File: src/rtl/eclk_pkg.sv
`timescale 1ns/1ps
package eclk_pkg;

    localparam int DEF_DATA_BITS  = 10;
    localparam int DEF_QUAL       = 8;
    localparam int DEF_CONTEND    = 2;
    localparam int DEF_MISS       = 4;

    typedef enum logic {
        ST_HUNT  = 1'b0,
        ST_TRACK = 1'b1
    } trk_state_e;

    // distance from b forward to a on a ring of m positions
    function automatic int ring_dist(int a, int b, int m);
        return (a - b + m) % m;
    endfunction

endpackage

File: src/rtl/eclk_phase_track.sv
`timescale 1ns/1ps
module eclk_phase_track #(
    parameter int FRAME = 12,
    parameter int HIST  = 11,
    parameter int QUAL  = 8,
    parameter int PH_W  = 4,
    parameter int RUN_W = 4
) (
    input  logic                        clk,
    input  logic                        rst,
    input  logic                        pwr_n,
    input  logic                        bit_in,
    output logic [PH_W-1:0]             cnt_q,
    output logic [HIST-1:0]             hist_q,
    output logic [FRAME-1:0][RUN_W-1:0] run_q
);

    logic rise;
    assign rise = ~hist_q[0] & bit_in;

    always_ff @(posedge clk) begin
        if (rst) begin
            cnt_q  <= '0;
            hist_q <= '0;
        end else begin
            cnt_q  <= (cnt_q == PH_W'(FRAME-1)) ? '0 : cnt_q + PH_W'(1);
            hist_q <= {hist_q[HIST-2:0], bit_in};
        end
    end

    for (genvar p = 0; p < FRAME; p++) begin : g_run
        always_ff @(posedge clk) begin
            if (rst || !pwr_n) begin
                run_q[p] <= '0;
            end else if (cnt_q == PH_W'(p)) begin
                if (rise)
                    run_q[p] <= (run_q[p] == RUN_W'(QUAL)) ? run_q[p] : run_q[p] + RUN_W'(1);
                else
                    run_q[p] <= '0;
            end
        end

        AST_RUN_ONE_SLOT: assert property (@(posedge clk) disable iff (rst)
            (pwr_n && cnt_q != PH_W'(p)) |=> $stable(run_q[p]));
        AST_RUN_CAP: assert property (@(posedge clk) disable iff (rst)
            run_q[p] <= RUN_W'(QUAL));
    end

endmodule

File: src/rtl/eclk_resolver.sv
`timescale 1ns/1ps
module eclk_resolver #(
    parameter int FRAME   = 12,
    parameter int DATA    = 10,
    parameter int QUAL    = 8,
    parameter int CONTEND = 2,
    parameter int PH_W    = 4,
    parameter int RUN_W   = 4
) (
    input  logic [FRAME-1:0][RUN_W-1:0] run_q,
    output logic                        found,
    output logic [PH_W-1:0]             win
);

    logic [FRAME-1:0] cand, cont, ok;

    for (genvar p = 0; p < FRAME; p++) begin : g_ph
        // the bit8->bit9 step of a frame anchored at p sits DATA phases later
        localparam int EXCL = (p + DATA) % FRAME;
        localparam logic [FRAME-1:0] MASK = (FRAME'(1) << p) | (FRAME'(1) << EXCL);
        assign cand[p] = run_q[p] >= RUN_W'(QUAL);
        assign cont[p] = run_q[p] >= RUN_W'(CONTEND);
        assign ok[p]   = cand[p] && ((cont & ~MASK) == '0);
    end

    always_comb begin
        found = 1'b0;
        win   = '0;
        for (int i = FRAME - 1; i >= 0; i--) begin
            if (ok[i]) begin
                found = 1'b1;
                win   = PH_W'(i);
            end
        end
    end

endmodule

File: src/rtl/eclk_lock_fsm.sv
`timescale 1ns/1ps
module eclk_lock_fsm
    import eclk_pkg::*;
#(
    parameter int DATA = 10,
    parameter int HIST = 11,
    parameter int MISS = 4,
    parameter int PH_W = 4
) (
    input  logic             clk,
    input  logic             rst,
    input  logic             pwr_n,
    input  logic             bit_in,
    input  logic [PH_W-1:0]  cnt_q,
    input  logic [HIST-1:0]  hist_q,
    input  logic             found,
    input  logic [PH_W-1:0]  win,
    output logic             locked,
    output logic [PH_W-1:0]  phase_q,
    output logic [DATA-1:0]  data_q
);

    localparam int MW = $clog2(MISS + 1);

    trk_state_e     st_q;
    logic [MW-1:0]  miss_q;
    logic [DATA-1:0] word;
    logic           rise;

    assign rise   = ~hist_q[0] & bit_in;
    assign locked = (st_q == ST_TRACK);

    // at a boundary, hist_q[0] is clock bit 0 and data bit k is DATA-k bits back
    for (genvar k = 0; k < DATA; k++) begin : g_word
        assign word[k] = hist_q[DATA-k];
    end

    always_ff @(posedge clk) begin
        if (rst || !pwr_n) begin
            st_q    <= ST_HUNT;
            phase_q <= '0;
            miss_q  <= '0;
            data_q  <= '0;
        end else begin
            case (st_q)
                ST_HUNT: begin
                    if (found && cnt_q == win && rise) begin
                        st_q    <= ST_TRACK;
                        phase_q <= win;
                        miss_q  <= '0;
                        data_q  <= word;
                    end
                end
                default: begin
                    if (cnt_q == phase_q) begin
                        if (rise) begin
                            miss_q <= '0;
                            data_q <= word;
                        end else if (miss_q == MW'(MISS - 1)) begin
                            st_q   <= ST_HUNT;
                            miss_q <= '0;
                        end else begin
                            miss_q <= miss_q + MW'(1);
                        end
                    end
                end
            endcase
        end
    end

    AST_ENTRY_QUALIFIED: assert property (@(posedge clk) disable iff (rst)
        $rose(locked) |-> ($past(found) && ($past(cnt_q) == phase_q)));
    AST_PWRDN_CLEARS: assert property (@(posedge clk) disable iff (rst)
        !pwr_n |=> !locked);
    AST_DROP_AFTER_MISSES: assert property (@(posedge clk) disable iff (rst)
        ($fell(locked) && $past(pwr_n)) |-> ($past(miss_q) == MW'(MISS - 1)));
    AST_WORD_AT_BOUNDARY: assert property (@(posedge clk) disable iff (rst)
        (!$stable(data_q) && $past(pwr_n)) |-> ($past(cnt_q) == phase_q));

endmodule

File: src/rtl/eclk_out_stage.sv
`timescale 1ns/1ps
module eclk_out_stage
    import eclk_pkg::*;
#(
    parameter int FRAME = 12,
    parameter int DATA  = 10,
    parameter int PH_W  = 4
) (
    input  logic             clk,
    input  logic             rst,
    input  logic             locked,
    input  logic [PH_W-1:0]  cnt_q,
    input  logic [PH_W-1:0]  phase_q,
    input  logic             edge_sel,
    input  logic             rx_en,
    input  logic             pwr_n,
    input  logic [DATA-1:0]  data_q,
    output logic [DATA-1:0]  data_out,
    output logic             strobe_out,
    output logic             out_en
);

    localparam int HALF = FRAME / 2;

    logic strobe_q;
    logic late;

    assign late = ring_dist(int'(cnt_q), int'(phase_q), FRAME) >= HALF;

    always_ff @(posedge clk) begin
        if (rst)
            strobe_q <= 1'b0;
        else
            strobe_q <= locked && (edge_sel ? late : !late);
    end

    assign out_en     = locked & rx_en & pwr_n;
    assign data_out   = out_en ? data_q : '0;
    assign strobe_out = out_en & strobe_q;

    AST_STROBE_AFTER_UPDATE: assert property (@(posedge clk) disable iff (rst)
        ($past(locked) && ($past(cnt_q) == $past(phase_q))) |-> (strobe_q == !$past(edge_sel)));

endmodule

File: src/rtl/eclk_frame_lock.sv
`timescale 1ns/1ps
module eclk_frame_lock
    import eclk_pkg::*;
#(
    parameter int DATA_BITS   = DEF_DATA_BITS,
    parameter int QUAL_FRAMES = DEF_QUAL,
    parameter int CONTEND     = DEF_CONTEND,
    parameter int MISS_FRAMES = DEF_MISS
) (
    input  logic                 clk,
    input  logic                 rst,
    input  logic                 bit_in,
    input  logic                 rx_en,
    input  logic                 pwr_n,
    input  logic                 edge_sel,
    output logic [DATA_BITS-1:0] data_out,
    output logic                 strobe_out,
    output logic                 out_en,
    output logic                 lock_n
);

    localparam int FRAME = DATA_BITS + 2;
    localparam int HIST  = DATA_BITS + 1;
    localparam int PH_W  = $clog2(FRAME);
    localparam int RUN_W = $clog2(QUAL_FRAMES + 1);

    logic [PH_W-1:0]             cnt_q, win, phase_q;
    logic [HIST-1:0]             hist_q;
    logic [FRAME-1:0][RUN_W-1:0] run_q;
    logic                        found, locked;
    logic [DATA_BITS-1:0]        data_q;

    eclk_phase_track #(
        .FRAME(FRAME), .HIST(HIST), .QUAL(QUAL_FRAMES), .PH_W(PH_W), .RUN_W(RUN_W)
    ) u_track (
        .clk(clk), .rst(rst), .pwr_n(pwr_n), .bit_in(bit_in),
        .cnt_q(cnt_q), .hist_q(hist_q), .run_q(run_q)
    );

    eclk_resolver #(
        .FRAME(FRAME), .DATA(DATA_BITS), .QUAL(QUAL_FRAMES), .CONTEND(CONTEND),
        .PH_W(PH_W), .RUN_W(RUN_W)
    ) u_resolve (
        .run_q(run_q), .found(found), .win(win)
    );

    eclk_lock_fsm #(
        .DATA(DATA_BITS), .HIST(HIST), .MISS(MISS_FRAMES), .PH_W(PH_W)
    ) u_fsm (
        .clk(clk), .rst(rst), .pwr_n(pwr_n), .bit_in(bit_in), .cnt_q(cnt_q),
        .hist_q(hist_q), .found(found), .win(win),
        .locked(locked), .phase_q(phase_q), .data_q(data_q)
    );

    eclk_out_stage #(
        .FRAME(FRAME), .DATA(DATA_BITS), .PH_W(PH_W)
    ) u_out (
        .clk(clk), .rst(rst), .locked(locked), .cnt_q(cnt_q), .phase_q(phase_q),
        .edge_sel(edge_sel), .rx_en(rx_en), .pwr_n(pwr_n), .data_q(data_q),
        .data_out(data_out), .strobe_out(strobe_out), .out_en(out_en)
    );

    assign lock_n = ~locked;

    AST_OUT_NEEDS_LOCK: assert property (@(posedge clk) disable iff (rst)
        out_en |-> !lock_n);

endmodule

File: config.mk
export PLATFORM = sky130hd
export DESIGN_NAME = eclk_frame_lock
export DESIGN_NICKNAME = d
export VERILOG_FILES = /design/src/rtl/eclk_pkg.sv /design/src/rtl/eclk_phase_track.sv /design/src/rtl/eclk_resolver.sv /design/src/rtl/eclk_lock_fsm.sv /design/src/rtl/eclk_out_stage.sv /design/src/rtl/eclk_frame_lock.sv
export SDC_FILE = /design/constraint.sdc
export NUM_CORES = 1
export LEC_CHECK = 0
export ABC_AREA = 1
export BUFFER_PORTS_ARGS = -buffer_cell sky130_fd_sc_hd__clkbuf_2
export CORE_ASPECT_RATIO = 1.2
export CORE_UTILIZATION = 32
export DETAILED_ROUTE_END_ITERATION = 10
export GPL_ROUTABILITY_DRIVEN = 0
export PLACE_DENSITY = 0.53
export SLEW_MARGIN = 20
export SYNTH_ARGS = -nofsm -noshare
export SYNTH_HDL_FRONTEND = slang
export SYNTH_SLANG_ARGS = --single-unit
File: constraint.sdc
create_clock -name clk -period 9 [get_ports clk]
set_clock_uncertainty 0.2 [all_clocks]
set_input_delay 0 -clock clk [delete_from_list [all_inputs] [get_ports clk]]
set_output_delay 0 -clock clk [all_outputs]
set_load 0.005 [all_outputs]
-- Word level (Yosys, flattened, before mapping)
Cells that the tools add are included.
- output and inout bits: 13
- bits of input ports: 6
- flip-flop bits (word level): 82
- $lt $le $gt $ge: 25
- $add $sub $neg: 16
- divide/modulo/power cells: 1
- mux-type cells: 64
- reductions and logical operators: 48
- bitwise operators: 6
- eq/ne operators: 40
- operator list (kind ; number):
    12-bit zero test ; 12
    4-bit two-way mux ; 36
    4-bit == test (second input constant) ; 16
    4-bit by 1-bit adder with 4-bit output (second input constant) ; 13
    10-bit two-way mux ; 5
    4-bit by 2-bit greater-or-equal comparator with 1-bit output (second input constant) ; 12
    4-bit greater-or-equal comparator (second input constant) ; 12
    32-bit by 5-bit adder with 32-bit output (second input constant) ; 1
    32-bit by 4-bit greater-or-equal comparator with 1-bit output (second input constant) ; 1
    32-bit by 5-bit modulo with 32-bit output (second input constant) ; 1
    2-bit != test (second input constant) ; 14
    2-bit AND reduction ; 14
    1-bit two-way mux ; 18
    4-bit by 3-bit == test with 1-bit output (second input constant) ; 4
    1-bit logical AND ; 15
    3-bit two-way mux ; 5
    4-bit by 2-bit == test with 1-bit output (second input constant) ; 2
    4-bit == test ; 2
    4-bit by 4-bit subtractor with 5-bit output ; 1
    1-bit AND ; 4
    4-bit by 1-bit == test with 1-bit output (second input constant) ; 1
    4-bit zero test ; 1
    3-bit by 1-bit adder with 3-bit output (second input constant) ; 1
    3-bit by 2-bit == test with 1-bit output (second input constant) ; 1
    other kinds (6) ; 8

-- Depth between registers and ports, before layout
- depth in word-level cells: 20
- gate-level depth with buffers: 70
- mapped depth without buffers: 70

-- Hierarchy
From an unflattened synthesis, not the netlist that was laid out.
- cells, all modules: 963
- area total of the unflattened synthesis: 5781.8 µm²
- modules (own cells, without submodules) (module ; cells an instance ; area each (µm²) ; times used ; sequential area each (µm²)):
    eclk_phase_track ; 552 ; 3553.4 ; 1 ; 1261.2
    eclk_lock_fsm ; 167 ; 1027.2 ; 1 ; 360.3
    eclk_out_stage ; 122 ; 674.4 ; 1 ; 20.0
    eclk_resolver ; 121 ; 523.0 ; 1 ; 0.0
    eclk_frame_lock ; 1 ; 3.8 ; 1 ; 0.0

-- Worst setup path after synthesis
Ideal clock, no wire load.
- kind: register to register
- start: register u_track.cnt_q[0]
- end: register u_out.strobe_q
- path slack: 2166 ps
- arrival: 6519 ps
- setup time: 115 ps
- period minus slack after synthesis: 6834 ps
- stages on the path, launching flop included: 66
- required time: 8685 ps
- buffers on the path: 0
- cells stage by stage: dfxtp_1 inv_1 ha_1 inv_1 fa_1 inv_1 nor2_1 nor2_2 nand2_1 ha_1 nand2_1 nor2_1 nand2_1 nor2_1 nand3_1 nand2_1 nand2_1 nand2_1 (+30 left out) inv_1 o21bai_2 nand2_1 a21oi_1 nor2_2 ha_1 inv_1 nand2_4 nand2_1 nand2_1 nor2_1 nand2_1 nand3_2 nand2_1 nor2_1 nand4_1 a21oi_1 nor2_1
- cells in the longest elaborated chain, start to end: 7
- ends and longest elaborated chain (item ; RTL line ; RTL):
    start: declaration ; eclk_phase_track.sv:13 ; output logic [PH_W-1:0] cnt_q,
    start signal: assignment ; eclk_phase_track.sv:26 ; cnt_q <= (cnt_q == PH_W'(FRAME-1)) ? '0 : cnt_q + PH_W'(1);
    4-bit by 4-bit subtractor with 5-bit output * ; eclk_pkg.sv:16 ; return (a - b + m) % m;
    32-bit by 5-bit adder with 32-bit output * ; eclk_pkg.sv:16 ;
    32-bit by 5-bit modulo with 32-bit output * ; eclk_pkg.sv:16 ;
    32-bit by 4-bit greater-or-equal comparator with 1-bit output * ; eclk_out_stage.sv:28 ; assign late = ring_dist(int'(cnt_q), int'(phase_q), FRAME) >= HALF;
    1-bit zero test ; eclk_out_stage.sv:34 ; strobe_q <= locked && (edge_sel ? late : !late);
    1-bit two-way mux * ; eclk_out_stage.sv:34 ;
    1-bit logical AND * ; eclk_out_stage.sv:34 ;
    end signal: assignment ; eclk_out_stage.sv:34 ;
    end: declaration ; eclk_out_stage.sv:25 ; logic strobe_q;
Every way passes the cells marked *; elsewhere a longest branch is shown, timed or not.
A chain may end at the register's enable or synchronous reset.

-- Worst setup path in the final report
Ends and elaborated chain as after synthesis.

==> out/metrics.cfg <==
[clocking]
cts_max_level=3
clockBufferDepth=2
cts_tree=yes
numCtsBuffers=9
clk_pin_slew_worst_paths_ps=60
post_cts_buffers=0
clk_latency_ps=340
clock-sinks=82
cts-root-buf=clkbuf_16

[cells_and_area]
area_growth_pct=12.55
antenna_cells=0
nFillCells=1880
drive_gt1_share_pct=10.13
fin_util_pct=36.74
stdcell_area_um2=6407
fin_nets=901

[die]
io_pins=19
fp.dieArea_um2=18330
rows=53
die_h_um=148.1
die_w_um=123.8
start_util_pct=32.64
fp.coreArea_um2=17440

[yosys]
synth_edf_count=0
synth-warning-count=0
seq_area_frac_synth_pct=28.84
ys_types=41
ys_async_sr_fraction_pct=0
synth.cell_area_um2=5693
ys_ff_latch=82
yosys_most_used_dff=dfxtp_1
synth_top_cells_by_area=dfxtp_1, inv_1, ha_1
yosys.area.top_type_share_pct=28.84
yosysTopAreaCell=dfxtp_1
syn_inst=833
synthTopCellsByCount=inv_1, nand2_1, nor2_1, dfxtp_1, a21oi_1
syn_avg_cell_area_um2=6.834
synth_nets=880
yosysMostFrequentCell=inv_1

[placement]
dpl_cell_area_um2=6020
numPortBuffers=18
dp_hpwl_mm=9.147
pre_cts_ws_ps=1428

[timing]
hold_viol_final=0
setup_tns_ps=0
fmax_ghz=0.1260
post-route-period-util_pct=88.15
worst_slack_ps=1066
tightest_slew_ps=992.8
finalSetupViolCount=0
drv_slew=0
slew_headroom_pct=33.57
rsz0062_at_grt=no
min_period_ps=7934

[pwr]
p_leak_nw=2.973
powerDensity_nw_per_um2=204.2
vdd.ir_drop.worst_mv=0.1050

[drt]
drt_iter0_markers=279
postRouteAntennaNets=0
wl_mm=12.27
avgRoutedWirePerCell_um=11.37
drc=0
viasPerCell=4.778
first_pass_iters=4
vias=5156

[worst_setup_path]
cp_slowest_cell=dlygate4sd3_1
required_ps=9040
critPathKind=reg -> reg
cp_max_fo=8
arrival_ps=7970
crit_path_end_kind=register
path_buf_inv=9
crit_family=simple AND/OR/NAND/NOR gates
cp-start-kind=register
slowest_delay_ps=540
cp_common_cell=nand2_1

[global_route]
antenna_found_initial=0
grt_pass1_vias=4785
grt_max_degree=47
grt-ovfl-total=0
grt_pass1_wl_mm=21.42
grt_use_total_pct=14.38

[hold_path]
hold_class=in -> reg

[job]
maxCapViolations=0

[run_status]
status=finished, final reports clean

[cell families (layout without fill, tap and decap cells)]
logic type                 after synthesis  in the layout  share of synthesized area, %
adders and majority gates               41             41                         9.143
DFF                                     82             82                         28.84
and+or+nand+nor                        368            368                         29.65
AOI/OAI and AO/OA                      148            148                         16.33
buffers and inverters                  161            187                         10.64
xor gates and xnor gates                33             33                         5.407
[routing by layer]
| layer | part of all wire [%] | wire (µm) | vias up | track usage (%) |
|---|---|---|---|---|
| met5 | 0 | 0 | - | 0 |
| met4 | 1.5 | 185 | 0 | 4.880 |
| met3 | 2.0 | 250 | 13 | 2.147 |
| met2 | 48 | 5845 | 52 | 24.53 |
| met1 | 49 | 5985 | 2311 | 18.21 |
| li1 | - | - | 2780 | - |
[worst paths after layout]
| kind | start | end | slack, ps | cells after the start |
|---|---|---|---|---|
| max | u_track.cnt_q[0] | u_out.strobe_q | 1070 | 66 |
| min | pwr_n | u_fsm.locked | 70 | 4 |
| max reg2reg | u_track.cnt_q[0] | u_out.strobe_q | 1070 | 66 |
| min reg2reg | u_track.hist_q[0] | u_track.hist_q[1] | 230 | 2 |
[through the flow]
step                      hold WS [ps]  power (mW)  cells
after global routing             101.4       1.422   1079
after floorplan                 -130.9      0.8287    833
after CTS                        60.76       1.325   1079
after detailed placement         54.33      0.9100   1058
final                            65.44       1.309   1079
after global placement           41.08      0.9123   1058
[registers in the layout, indices dropped and copies added, names as in the netlist]
register and count:
u_track.run_q 48, u_track.hist_q 11, u_fsm.data_q 10, u_fsm.phase_q 4
u_track.cnt_q 4, u_fsm.miss_q 3, u_fsm.locked 1, u_out.strobe_q 1
[cell type report]
cell class | instances | area [µm²] | area share, %
repair buffers | 26 | 162.7 | 2.539
clock buffers | 9 | 225.2 | 3.515
inverters | 145 | 544.3 | 8.494
flip-flops and latches | 82 | 1643 | 25.64
multi-input cells | 590 | 3453 | 53.90
clock inverters | 7 | 103.9 | 1.621
well taps | 220 | 275.3 | 4.296
[where the power goes]
group	switching, mW	internal (mW)
registers	0.00436	0.367
logic	0.348	0.181
clock network	0.160	0.248
total	0.513	0.796
[layout by cell type (no fill, tap or decap), drive strengths merged, types with 2 or more instances in the layout]
| cell type | count |
|---|---|
| o21ai | 51 |
| o21bai | 3 |
| nand2 | 145 |
| xor2 | 31 |
| a21oi | 43 |
| nand4 | 23 |
| dlygate4sd3 | 5 |
| nor4 | 12 |
| buf | 3 |
| nor3 | 16 |
| a31oi | 10 |
| o211ai | 2 |
| nand3 | 50 |
| inv | 150 |
| a211oi | 25 |
| and2 | 2 |
| dfxtp | 82 |
| ha | 40 |
| xnor2 | 2 |
| clkbuf | 27 |
| bufinv | 2 |
| nor2 | 115 |
| o211a | 10 |
[worst reg2reg max path: cells and delay by family, from the launching register on]
kind	cells	cell delay, ps
simple gates	44	3900
flops	1	340
buf+inv	9	1170
compound gates	9	1080
fa+ha+maj	4	1160
[what timing repair did]
item | CTS | global route
hold buffers | 5 | 0
gates resized for setup | 0 | 3
hold endpoints to repair | 13 | 0
setup endpoints to repair | 0 | 1
Note: power is estimated with default switching activity, not from simulation.
